===== src/rtl/pinbank_pkg.sv =====
package pinbank_pkg;

    localparam int unsigned CFG_W = 8;

    // Register offsets of the shared words
    localparam logic [7:0] OFS_PENDING = 8'h80;
    localparam logic [7:0] OFS_LEVEL   = 8'h84;
    localparam logic [7:0] OFS_DRIVE   = 8'h88;

    typedef enum logic [2:0] {
        TRIG_LVL_HI = 3'd0,
        TRIG_LVL_LO = 3'd1,
        TRIG_RISE   = 3'd2,
        TRIG_FALL   = 3'd3,
        TRIG_BOTH   = 3'd4
    } trig_e;

    // Per-pin configuration word, bit 0 at the bottom
    typedef struct packed {
        logic [2:0] trig;     // 7:5
        logic       spare;    // 4, always zero
        logic       irq_arm;  // 3
        logic       buf_en;   // 2
        logic       in_en;    // 1
        logic       drv_en;   // 0
    } pin_cfg_t;

    function automatic pin_cfg_t cfg_from_word(logic [CFG_W-1:0] w);
        pin_cfg_t c;
        c         = pin_cfg_t'(w);
        c.spare   = 1'b0;
        return c;
    endfunction

    // Event condition for one pin given current and previous synchronized level
    function automatic logic trig_hit(logic [2:0] trig, logic cur, logic prev);
        logic hit;
        case (trig)
            TRIG_LVL_HI: hit = cur;
            TRIG_LVL_LO: hit = ~cur;
            TRIG_RISE:   hit = cur & ~prev;
            TRIG_FALL:   hit = ~cur & prev;
            TRIG_BOTH:   hit = cur ^ prev;
            default:     hit = 1'b0;
        endcase
        return hit;
    endfunction

endpackage


===== src/rtl/pinbank_sync.sv =====
module pinbank_sync #(
    parameter int STAGES = 2
) (
    input  logic clk,
    input  logic rst,
    input  logic d,
    output logic q
);
    logic [STAGES-1:0] chain_q;

    generate
        if (STAGES == 1) begin : g_one
            always_ff @(posedge clk) begin
                if (rst) chain_q <= '0;
                else     chain_q <= d;
            end
        end else begin : g_many
            always_ff @(posedge clk) begin
                if (rst) chain_q <= '0;
                else     chain_q <= {chain_q[STAGES-2:0], d};
            end
        end
    endgenerate

    assign q = chain_q[STAGES-1];
endmodule


===== src/rtl/pinbank_pin.sv =====
module pinbank_pin
    import pinbank_pkg::*;
#(
    parameter int SYNC_STAGES = 2
) (
    input  logic             clk,
    input  logic             rst,
    input  logic             cfg_we,
    input  logic [CFG_W-1:0] cfg_wdata,
    input  logic             pad_in,
    input  logic             drive_bit,
    output logic [CFG_W-1:0] cfg_word,
    output logic             pad_out,
    output logic             pad_oe,
    output logic             level,
    output logic             irq_arm,
    output logic             event_hit
);
    pin_cfg_t cfg_q;
    logic     lvl_s;
    logic     prev_q;

    always_ff @(posedge clk) begin
        if (rst)         cfg_q <= '0;
        else if (cfg_we) cfg_q <= cfg_from_word(cfg_wdata);
    end

    pinbank_sync #(.STAGES(SYNC_STAGES)) u_sync (
        .clk (clk),
        .rst (rst),
        .d   (pad_in),
        .q   (lvl_s)
    );

    // Previous synchronized level for edge detection
    always_ff @(posedge clk) begin
        if (rst) prev_q <= 1'b0;
        else     prev_q <= lvl_s;
    end

    assign cfg_word  = cfg_q;
    assign pad_oe    = cfg_q.drv_en & cfg_q.buf_en;
    assign pad_out   = drive_bit & pad_oe;
    assign level     = lvl_s;
    assign irq_arm   = cfg_q.irq_arm;
    assign event_hit = trig_hit(cfg_q.trig, lvl_s, prev_q);
endmodule


===== src/rtl/pinbank_status.sv =====
module pinbank_status #(
    parameter int NUM_PINS = 32
) (
    input  logic                clk,
    input  logic                rst,
    input  logic [NUM_PINS-1:0] hit,
    input  logic [NUM_PINS-1:0] arm,
    input  logic                clr_we,
    input  logic [NUM_PINS-1:0] clr_mask,
    output logic [NUM_PINS-1:0] pending
);
    logic [NUM_PINS-1:0] clr_eff;
    logic [NUM_PINS-1:0] set_eff;

    assign clr_eff = clr_we ? clr_mask : '0;
    assign set_eff = hit & arm;

    // Set has priority over clear on the same bit
    always_ff @(posedge clk) begin
        if (rst) pending <= '0;
        else     pending <= (pending & ~clr_eff) | set_eff;
    end
endmodule


===== src/rtl/pinbank_ctrl.sv =====
module pinbank_ctrl
    import pinbank_pkg::*;
#(
    parameter int NUM_PINS    = 32,
    parameter int ADDR_W      = 8,
    parameter int DATA_W      = 32,
    parameter int SYNC_STAGES = 2
) (
    input  logic                clk,
    input  logic                rst,
    input  logic [ADDR_W-1:0]   bus_addr,
    input  logic [DATA_W-1:0]   bus_wdata,
    input  logic                bus_we,
    output logic [DATA_W-1:0]   bus_rdata,
    input  logic [NUM_PINS-1:0] pad_in,
    output logic [NUM_PINS-1:0] pad_out,
    output logic [NUM_PINS-1:0] pad_oe,
    output logic                irq
);
    localparam int PIN_IDX_W = $clog2(NUM_PINS);
    localparam int WORD_W    = ADDR_W - 2;
    localparam logic [ADDR_W-1:0] CFG_END = ADDR_W'(NUM_PINS * 4);

    logic                 aligned;
    logic                 cfg_hit;
    logic                 pend_hit;
    logic                 lvl_hit;
    logic                 drv_hit;
    logic [WORD_W-1:0]    word_idx;
    logic [PIN_IDX_W-1:0] pin_idx;

    logic [NUM_PINS-1:0]  drive_q;
    logic [NUM_PINS-1:0]  pending_q;
    logic [NUM_PINS-1:0]  level_vec;
    logic [NUM_PINS-1:0]  ien_vec;
    logic [NUM_PINS-1:0]  hit_vec;
    logic [CFG_W-1:0]     cfg_words [NUM_PINS];

    // Address decode
    assign aligned  = (bus_addr[1:0] == 2'b00);
    assign word_idx = bus_addr[ADDR_W-1:2];
    assign pin_idx  = word_idx[PIN_IDX_W-1:0];
    assign cfg_hit  = aligned && (bus_addr < CFG_END);
    assign pend_hit = (bus_addr == ADDR_W'(OFS_PENDING));
    assign lvl_hit  = (bus_addr == ADDR_W'(OFS_LEVEL));
    assign drv_hit  = (bus_addr == ADDR_W'(OFS_DRIVE));

    // Per-pin slices
    generate
        for (genvar i = 0; i < NUM_PINS; i++) begin : g_pin
            logic cfg_we_i;
            assign cfg_we_i = bus_we && cfg_hit && (word_idx == WORD_W'(i));

            pinbank_pin #(.SYNC_STAGES(SYNC_STAGES)) u_pin (
                .clk       (clk),
                .rst       (rst),
                .cfg_we    (cfg_we_i),
                .cfg_wdata (bus_wdata[CFG_W-1:0]),
                .pad_in    (pad_in[i]),
                .drive_bit (drive_q[i]),
                .cfg_word  (cfg_words[i]),
                .pad_out   (pad_out[i]),
                .pad_oe    (pad_oe[i]),
                .level     (level_vec[i]),
                .irq_arm   (ien_vec[i]),
                .event_hit (hit_vec[i])
            );
        end
    endgenerate

    // Drive word
    always_ff @(posedge clk) begin
        if (rst)                  drive_q <= '0;
        else if (bus_we && drv_hit) drive_q <= bus_wdata[NUM_PINS-1:0];
    end

    // Sticky pending word
    pinbank_status #(.NUM_PINS(NUM_PINS)) u_status (
        .clk      (clk),
        .rst      (rst),
        .hit      (hit_vec),
        .arm      (ien_vec),
        .clr_we   (bus_we && pend_hit),
        .clr_mask (bus_wdata[NUM_PINS-1:0]),
        .pending  (pending_q)
    );

    // Read mux
    always_comb begin
        bus_rdata = '0;
        if (cfg_hit)       bus_rdata = DATA_W'(cfg_words[pin_idx]);
        else if (pend_hit) bus_rdata = DATA_W'(pending_q);
        else if (lvl_hit)  bus_rdata = DATA_W'(level_vec);
        else if (drv_hit)  bus_rdata = DATA_W'(drive_q);
    end

    assign irq = |(pending_q & ien_vec);
endmodule


===== config.mk =====
export PLATFORM = sky130hd
export DESIGN_NAME = pinbank_ctrl
export DESIGN_NICKNAME = d
export VERILOG_FILES = /design/src/rtl/pinbank_pkg.sv /design/src/rtl/pinbank_sync.sv /design/src/rtl/pinbank_pin.sv /design/src/rtl/pinbank_status.sv /design/src/rtl/pinbank_ctrl.sv
export SDC_FILE = /design/constraint.sdc
export NUM_CORES = 1
export LEC_CHECK = 0
export ABC_AREA = 1
export ABC_CLOCK_PERIOD_IN_PS = 3100
export BUFFER_PORTS_ARGS = -buffer_cell sky130_fd_sc_hd__buf_2
export CAP_MARGIN = 10
export CORE_ASPECT_RATIO = 1.5
export CORE_MARGIN = 1.5
export CORE_UTILIZATION = 54
export DETAILED_ROUTE_END_ITERATION = 6
export PLACE_DENSITY = 0.76
export SYNTH_ARGS = -nofsm -noshare
export SYNTH_HDL_FRONTEND = slang
export SYNTH_SLANG_ARGS = --single-unit

===== constraint.sdc =====
create_clock -name clk -period 3.1 [get_ports clk]
set_clock_uncertainty 0.15 [all_clocks]
set_input_delay 0.93 -clock clk [delete_from_list [all_inputs] [get_ports clk]]
set_output_delay 0.93 -clock clk [all_outputs]
set_load 0.02 [all_outputs]

== Word level (Yosys, flattened, before mapping) ==
Index checks and enable logic that the tools add are counted.
Word-level totals
  input port bits: 75
  word-level logic and storage cells: 731
  register bits: 384
  output and inout bits: 97
Operators by class
  bitwise logic cells: 230
  equality and inequality tests: 162
  reductions and logical operators: 71
  $lt $le $gt $ge: 2
  multiplexer cells: 40
Operators by type and width (count)
  $eq 3x2->1 const B: 64
  $mux 32: 5
  $pmux 1 s5: 32
  $and 1x1->1: 128
  $and 32x32->32: 3
  $eq 3x1->1 const B: 32
  $eq 3x3->1 const B: 32
  $eq 6x5->1 const B: 16
  $logic_not 3->1: 32
  $not 1->1: 64
  $eq 6x4->1 const B: 8
  $bmux 8 s5: 1
  $logic_and 1x1->1: 36
  $not 32->32: 1
  $or 32x32->32: 1
  $reduce_or 32->1: 1
  $xor 1x1->1: 32
  $eq 6x3->1 const B: 4
  $eq 8x8->1 const B: 3
  $mux 8: 2
  $eq 6x2->1 const B: 2
  $lt 8x8->1 const B: 1
  $eq 6x1->1 const B: 1
  $ge 6x6->1 const B: 1
  other kinds (3): 3

== Longest topological paths before layout ==
  depth after elaboration: 6
  gate-level depth with buffers: 13
  mapped depth without buffers: 11

== Hierarchy ==
A second synthesis with hierarchy kept.
Second synthesis, totals
  cells, all modules: 3218
  area, all modules: 20925.1 µm²
Modules (own cells, without submodules)
  pinbank_pin: times used 32, cells an instance 56, sequential area each 160.2 µm², area an instance 401.6 µm²
  pinbank_ctrl: times used 1, cells an instance 1068, sequential area each 640.6 µm², area an instance 5079.9 µm²
  pinbank_sync: times used 32, cells an instance 6, sequential area each 40.0 µm², area an instance 55.1 µm²
  pinbank_status: times used 1, cells an instance 166, sequential area each 640.6 µm², area an instance 1231.2 µm²

== Worst setup path after synthesis ==
No wires, ideal clock.
  kind: input to output
  start point: input port bus_addr[2]
  end point: output port bus_rdata[10]
  required time: 2.020 ns
  cell stages on the path: 7
  arrival: 2.320 ns
  path buffers: 3
  path slack: -0.300 ns
  cells stage by stage: buf_2 > inv_4 > nor2_1 > buf_2 > nand3_1 > buf_2 > o221ai_1
On the way
  longest elaborated chain between the ends: 5
  elaborated cells on any way between the ends: 9
  those cells by class: order compare: 1; eq/ne: 3; mux: 4; reduce/logical: 1
Ends and longest elaborated chain
  from (decl): RTL line pinbank_ctrl.sv:11  | input logic [ADDR_W-1:0] bus_addr,
  $eq 8x8->1: RTL line pinbank_ctrl.sv:46  | assign drv_hit = (bus_addr == ADDR_W'(OFS_DRIVE));
  $mux 32: RTL line pinbank_ctrl.sv:94  | else if (drv_hit) bus_rdata = DATA_W'(drive_q);
  $mux 32: RTL line pinbank_ctrl.sv:93  | else if (lvl_hit) bus_rdata = DATA_W'(level_vec);
  $mux 32: RTL line pinbank_ctrl.sv:92  | else if (pend_hit) bus_rdata = DATA_W'(pending_q);
  $mux 32 *: RTL line pinbank_ctrl.sv:91  | if (cfg_hit) bus_rdata = DATA_W'(cfg_words[pin_idx]);
  to (decl): RTL line pinbank_ctrl.sv:14  | output logic [DATA_W-1:0] bus_rdata,
Mark *: on every way between the ends. The rest lies on a longest branch, timed or not.

== Worst setup path after layout ==
  start point: input port bus_addr[3]
  end point: output port bus_rdata[0]
On the way
  longest elaborated chain between the ends: 5
  elaborated cells on any way between the ends: 13
  those cells by class: order compare: 1; eq/ne: 3; mux: 7; bitwise: 1; reduce/logical: 1
Ends and longest elaborated chain (RTL line)
  $not 5->6 (implied by the code) / $eq 8x8->1 (equally long branches): pinbank_ctrl.sv:91, pinbank_ctrl.sv:46
  $bmux 8 s5 / $mux 32 (equally long branches): pinbank_ctrl.sv:91, pinbank_ctrl.sv:94
  $mux 8 (implied by the code) / $mux 32 (equally long branches): pinbank_ctrl.sv:91, pinbank_ctrl.sv:93
  $mux 8 (implied by the code) / $mux 32 (equally long branches): pinbank_ctrl.sv:91, pinbank_ctrl.sv:92
  $mux 32 *: pinbank_ctrl.sv:91
Mark *: on every way between the ends. The rest lies on a longest branch, timed or not. The select of a mux whose other input is x is not followed.

==> flow_metrics.py <==
metrics = {
    "timing": {
        "drv_slew": 0,
        "finalSetupViolCount": 32,
        "fin_crit_sh_pct": 111.6,
        "max_freq_mhz": 288.9,
        "min_period_ps": 3461,
        "finalHoldViolCount": 0,
        "setup_ws_ps": -361.0,
        "rsz0062_at_grt": "yes",
        "relSlewSlack_pct": 56.68,
        "tightest_slew_ps": 649.7,
        "setup-tns-final_ps": -9370,
    },
    "clocking": {
        "cts_buffers": 39,
        "ctsLongestPathBuffers": 3,
        "cts-htree-levels": 2,
        "cts_tree": "done",
        "cts_sinks": 384,
        "path_clk_slew_ps": 60,
        "clock_latency_ps": 550,
        "root_buffer": "clkbuf_16",
    },
    "min_path": {
        "hold_start": "g_pin[8].u_pin.u_sync.chain_q[0]",
        "holdCritPathClass": "register to register",
        "min_delay_path_depth": 2,
        "holdPathEnd": "g_pin[8].u_pin.u_sync.chain_q[1]",
    },
    "global_route": {
        "grt-ovfl-total": 0,
        "antenna_found_initial": 0,
        "grt_pass1_vias": 19030,
        "grtUsageTotal_pct": 34.45,
        "grt_first_pass_wirelength_um": 101900,
        "grt_max_degree": 86,
    },
    "die": {
        "die-area_um2": 37740,
        "core_um2": 35950,
        "ios": 172,
        "rows": 85,
        "die_y_um": 237.2,
        "dieWidth_um": 159.1,
        "start_util_pct": 54.91,
    },
    "drt": {
        "wl_um": 67090,
        "drt_iter0_drc": 1574,
        "drc": 0,
        "firstDrtPassIters": 5,
        "wl_per_cell_um": 18.72,
        "ant_nets": 0,
        "viasPerCell": 5.472,
        "num_vias": 19610,
    },
    "worst_setup_path": {
        "critPathKind": "input pin to primary output",
        "slowest_stage": "a21oi_1",
        "rr_worst_depth": 8,
        "start_kind": "input pin",
        "cp-startpoint": "bus_addr[3]",
        "r2r_end": "u_status.pending[19]",
        "path_delay_family": "simple AND/OR/NAND/NOR gates",
        "crit_chain": "buf_12 > buf_8 > buf_12 > nand2_8 > nor2_1 > nor2_1 > nand2_1 > a21oi_1 > nand2_2 > nand3_2 > nand2_2 > buf_6",
        "critPathBufInv": 4,
        "reg2reg_slack_ps": 1600,
        "r2r-start": "g_pin[19].u_pin.u_sync.chain_q[1]",
        "cp-end-kind": "primary output",
        "required_ps": 2020,
        "crit_arrival_ps": 2380,
        "critical_path.max_fanout": 7,
        "slowest_delay_ps": 250,
    },
    "power_and_ir_drop": {
        "p_leak_nw": 10.54,
        "powerDensity_nw_per_um2": 435.7,
        "peakVddDrop_uv": 485.4,
    },
    "status": {
        "violations": "negative setup slack",
        "outcome": "finished with violations",
    },
    "place": {
        "pre_cts_slack_ps": -847.0,
        "gp_congestion": 0.9616,
        "port_buffers": 171,
        "hpwl_um": 47800,
    },
    "cells_and_area": {
        "area_growth_pct": 24.05,
        "num_antenna_cells": 0,
        "nets": 3216,
        "layout_common_cells": "nand2_1, nor2_1, dfxtp_1",
        "drive_above_1_share_pct": 20.22,
        "layout_commonest_cell": "nand2_1",
    },
    "synthesis": {
        "synth-edff-count": 0,
        "synthesis.nets": 3061,
        "yosys.cell_types.count": 29,
        "avgSynthCellArea_um2": 6.756,
        "synth_cells": 2922,
        "synth_warnings": 0,
        "ys.flop_type": "dfxtp_1",
        "syn-cell-area_um2": 19740,
        "ys_ff_latch": 384,
        "async_flop_share_pct": 0,
        "ys_seq_area_share_pct": 38.94,
    },
    "flow_run": {
        "cap_violations": 0,
    },
}
## how the worst max path moves through the flow
stage                     cells after the start  slack (ps)       endpoint
after global routing                         14        -390   bus_rdata[0]
after detailed placement                     13        -850   bus_rdata[5]
final                                        12        -360   bus_rdata[0]
after CTS                                    14        -370   bus_rdata[0]
after global placement                       13        -860   bus_rdata[5]
after floorplan                               9           3  bus_rdata[24]
## per-layer routing
metal  global-route usage (%)  share of wire [%]
met5                        0                  0
met4                    20.78                6.6
met2                    61.80                 50
met1                    38.83                 38
met3                    4.449                6.3
## cells in the mapped netlist, types with 3 or more instances
cell type  instances  area share, %
a211oi_1         126            4.8
a211oi_2          12           0.76
a21oi_1          146            3.7
buf_1             13           0.25
buf_2             17           0.43
buf_4             64            2.4
buf_6              3           0.17
clkbuf_1          89            1.7
dfxtp_1          384             39
ha_1              64            4.1
inv_1            325            6.2
inv_2             36           0.68
nand2_1          810             15
nand3_1          106            2.7
nand4_1            8           0.25
nor2_1           482            9.2
nor2_2             7           0.22
nor2_4            13           0.74
nor2_8            20            2.0
nor3_1            53            1.3
o21ai_0          115            2.9
o221ai_1          12           0.53
o22ai_1            7           0.22
## power breakdown
group	leakage, nW	switching [mW]	internal, mW	total (mW)
clock network	0.653	2.06	2.82	4.88
logic	6.78	0.506	0.260	0.766
registers	3.11	0.0363	4.99	5.03
total	10.5	2.60	8.07	10.7
## area by class of cell
cell class              instances  area (µm²)
clock buffers                  57        1216
clock inverters                13       108.9
fillers                      3051       11460
inverters                     363        1398
multi-input cells            1989       10810
flip-flops and latches        384        7687
well taps                     478       598.1
repair buffers                300        2670
## stage by stage
| stage | power (mW) | area (µm²) | hold slack (ps) | util (%) | std cells |
|---|---|---|---|---|---|
| after detailed placement | 5.811 | 21790 | 242.8 | 60.62 | 3488 |
| after global routing | 10.96 | 24490 | 264.2 | 68.12 | 3584 |
| after CTS | 10.67 | 23950 | 252.2 | 66.61 | 3582 |
| after global placement | 5.795 | 21790 | 240.4 | 60.62 | 3488 |
| final | 10.67 | 24490 | 247.2 | 68.12 | 3584 |
| after floorplan | 5.503 | 20260 | 238.3 | - | 2922 |
## state kept, by name, summed over array words and instances (netlist names)
register	cells
drive_q	32
g_pin.u_pin.cfg_word	192
g_pin.u_pin.u_sync.chain_q	64
g_pin.u_pin.irq_arm	32
u_status.pending	32
g_pin.u_pin.prev_q	32
## worst register-to-register path, delay by kind of cell (launching register included)
family / cells / cell delay, ps
adder cells (fa/ha/maj): 1 / 180
AO/OA/AOI/OAI: 3 / 340
buffers and inverters: 1 / 90
AND/OR/NAND/NOR: 3 / 230
flip-flops: 1 / 400
## cells by family after synthesis
kind of cell | after synthesis | share of synthesized area [%]
adder cells (fa/ha/maj) | 64 | 4.057
buffers and inverters | 549 | 11.89
flip-flops | 384 | 38.94
AO/OA/AOI/OAI | 418 | 12.92
AND/OR/NAND/NOR | 1507 | 32.19
## timing repair
action / CTS / global route
resized for setup: 161 / 131
gates cloned: 5 / 2
pin swaps: 40 / 66
buffers inserted: 20 / 4
hold buffers: 0 / 0
endpoints found under the setup margin: 33 / 32
No activity file was read; power rests on OpenSTA's default activity.
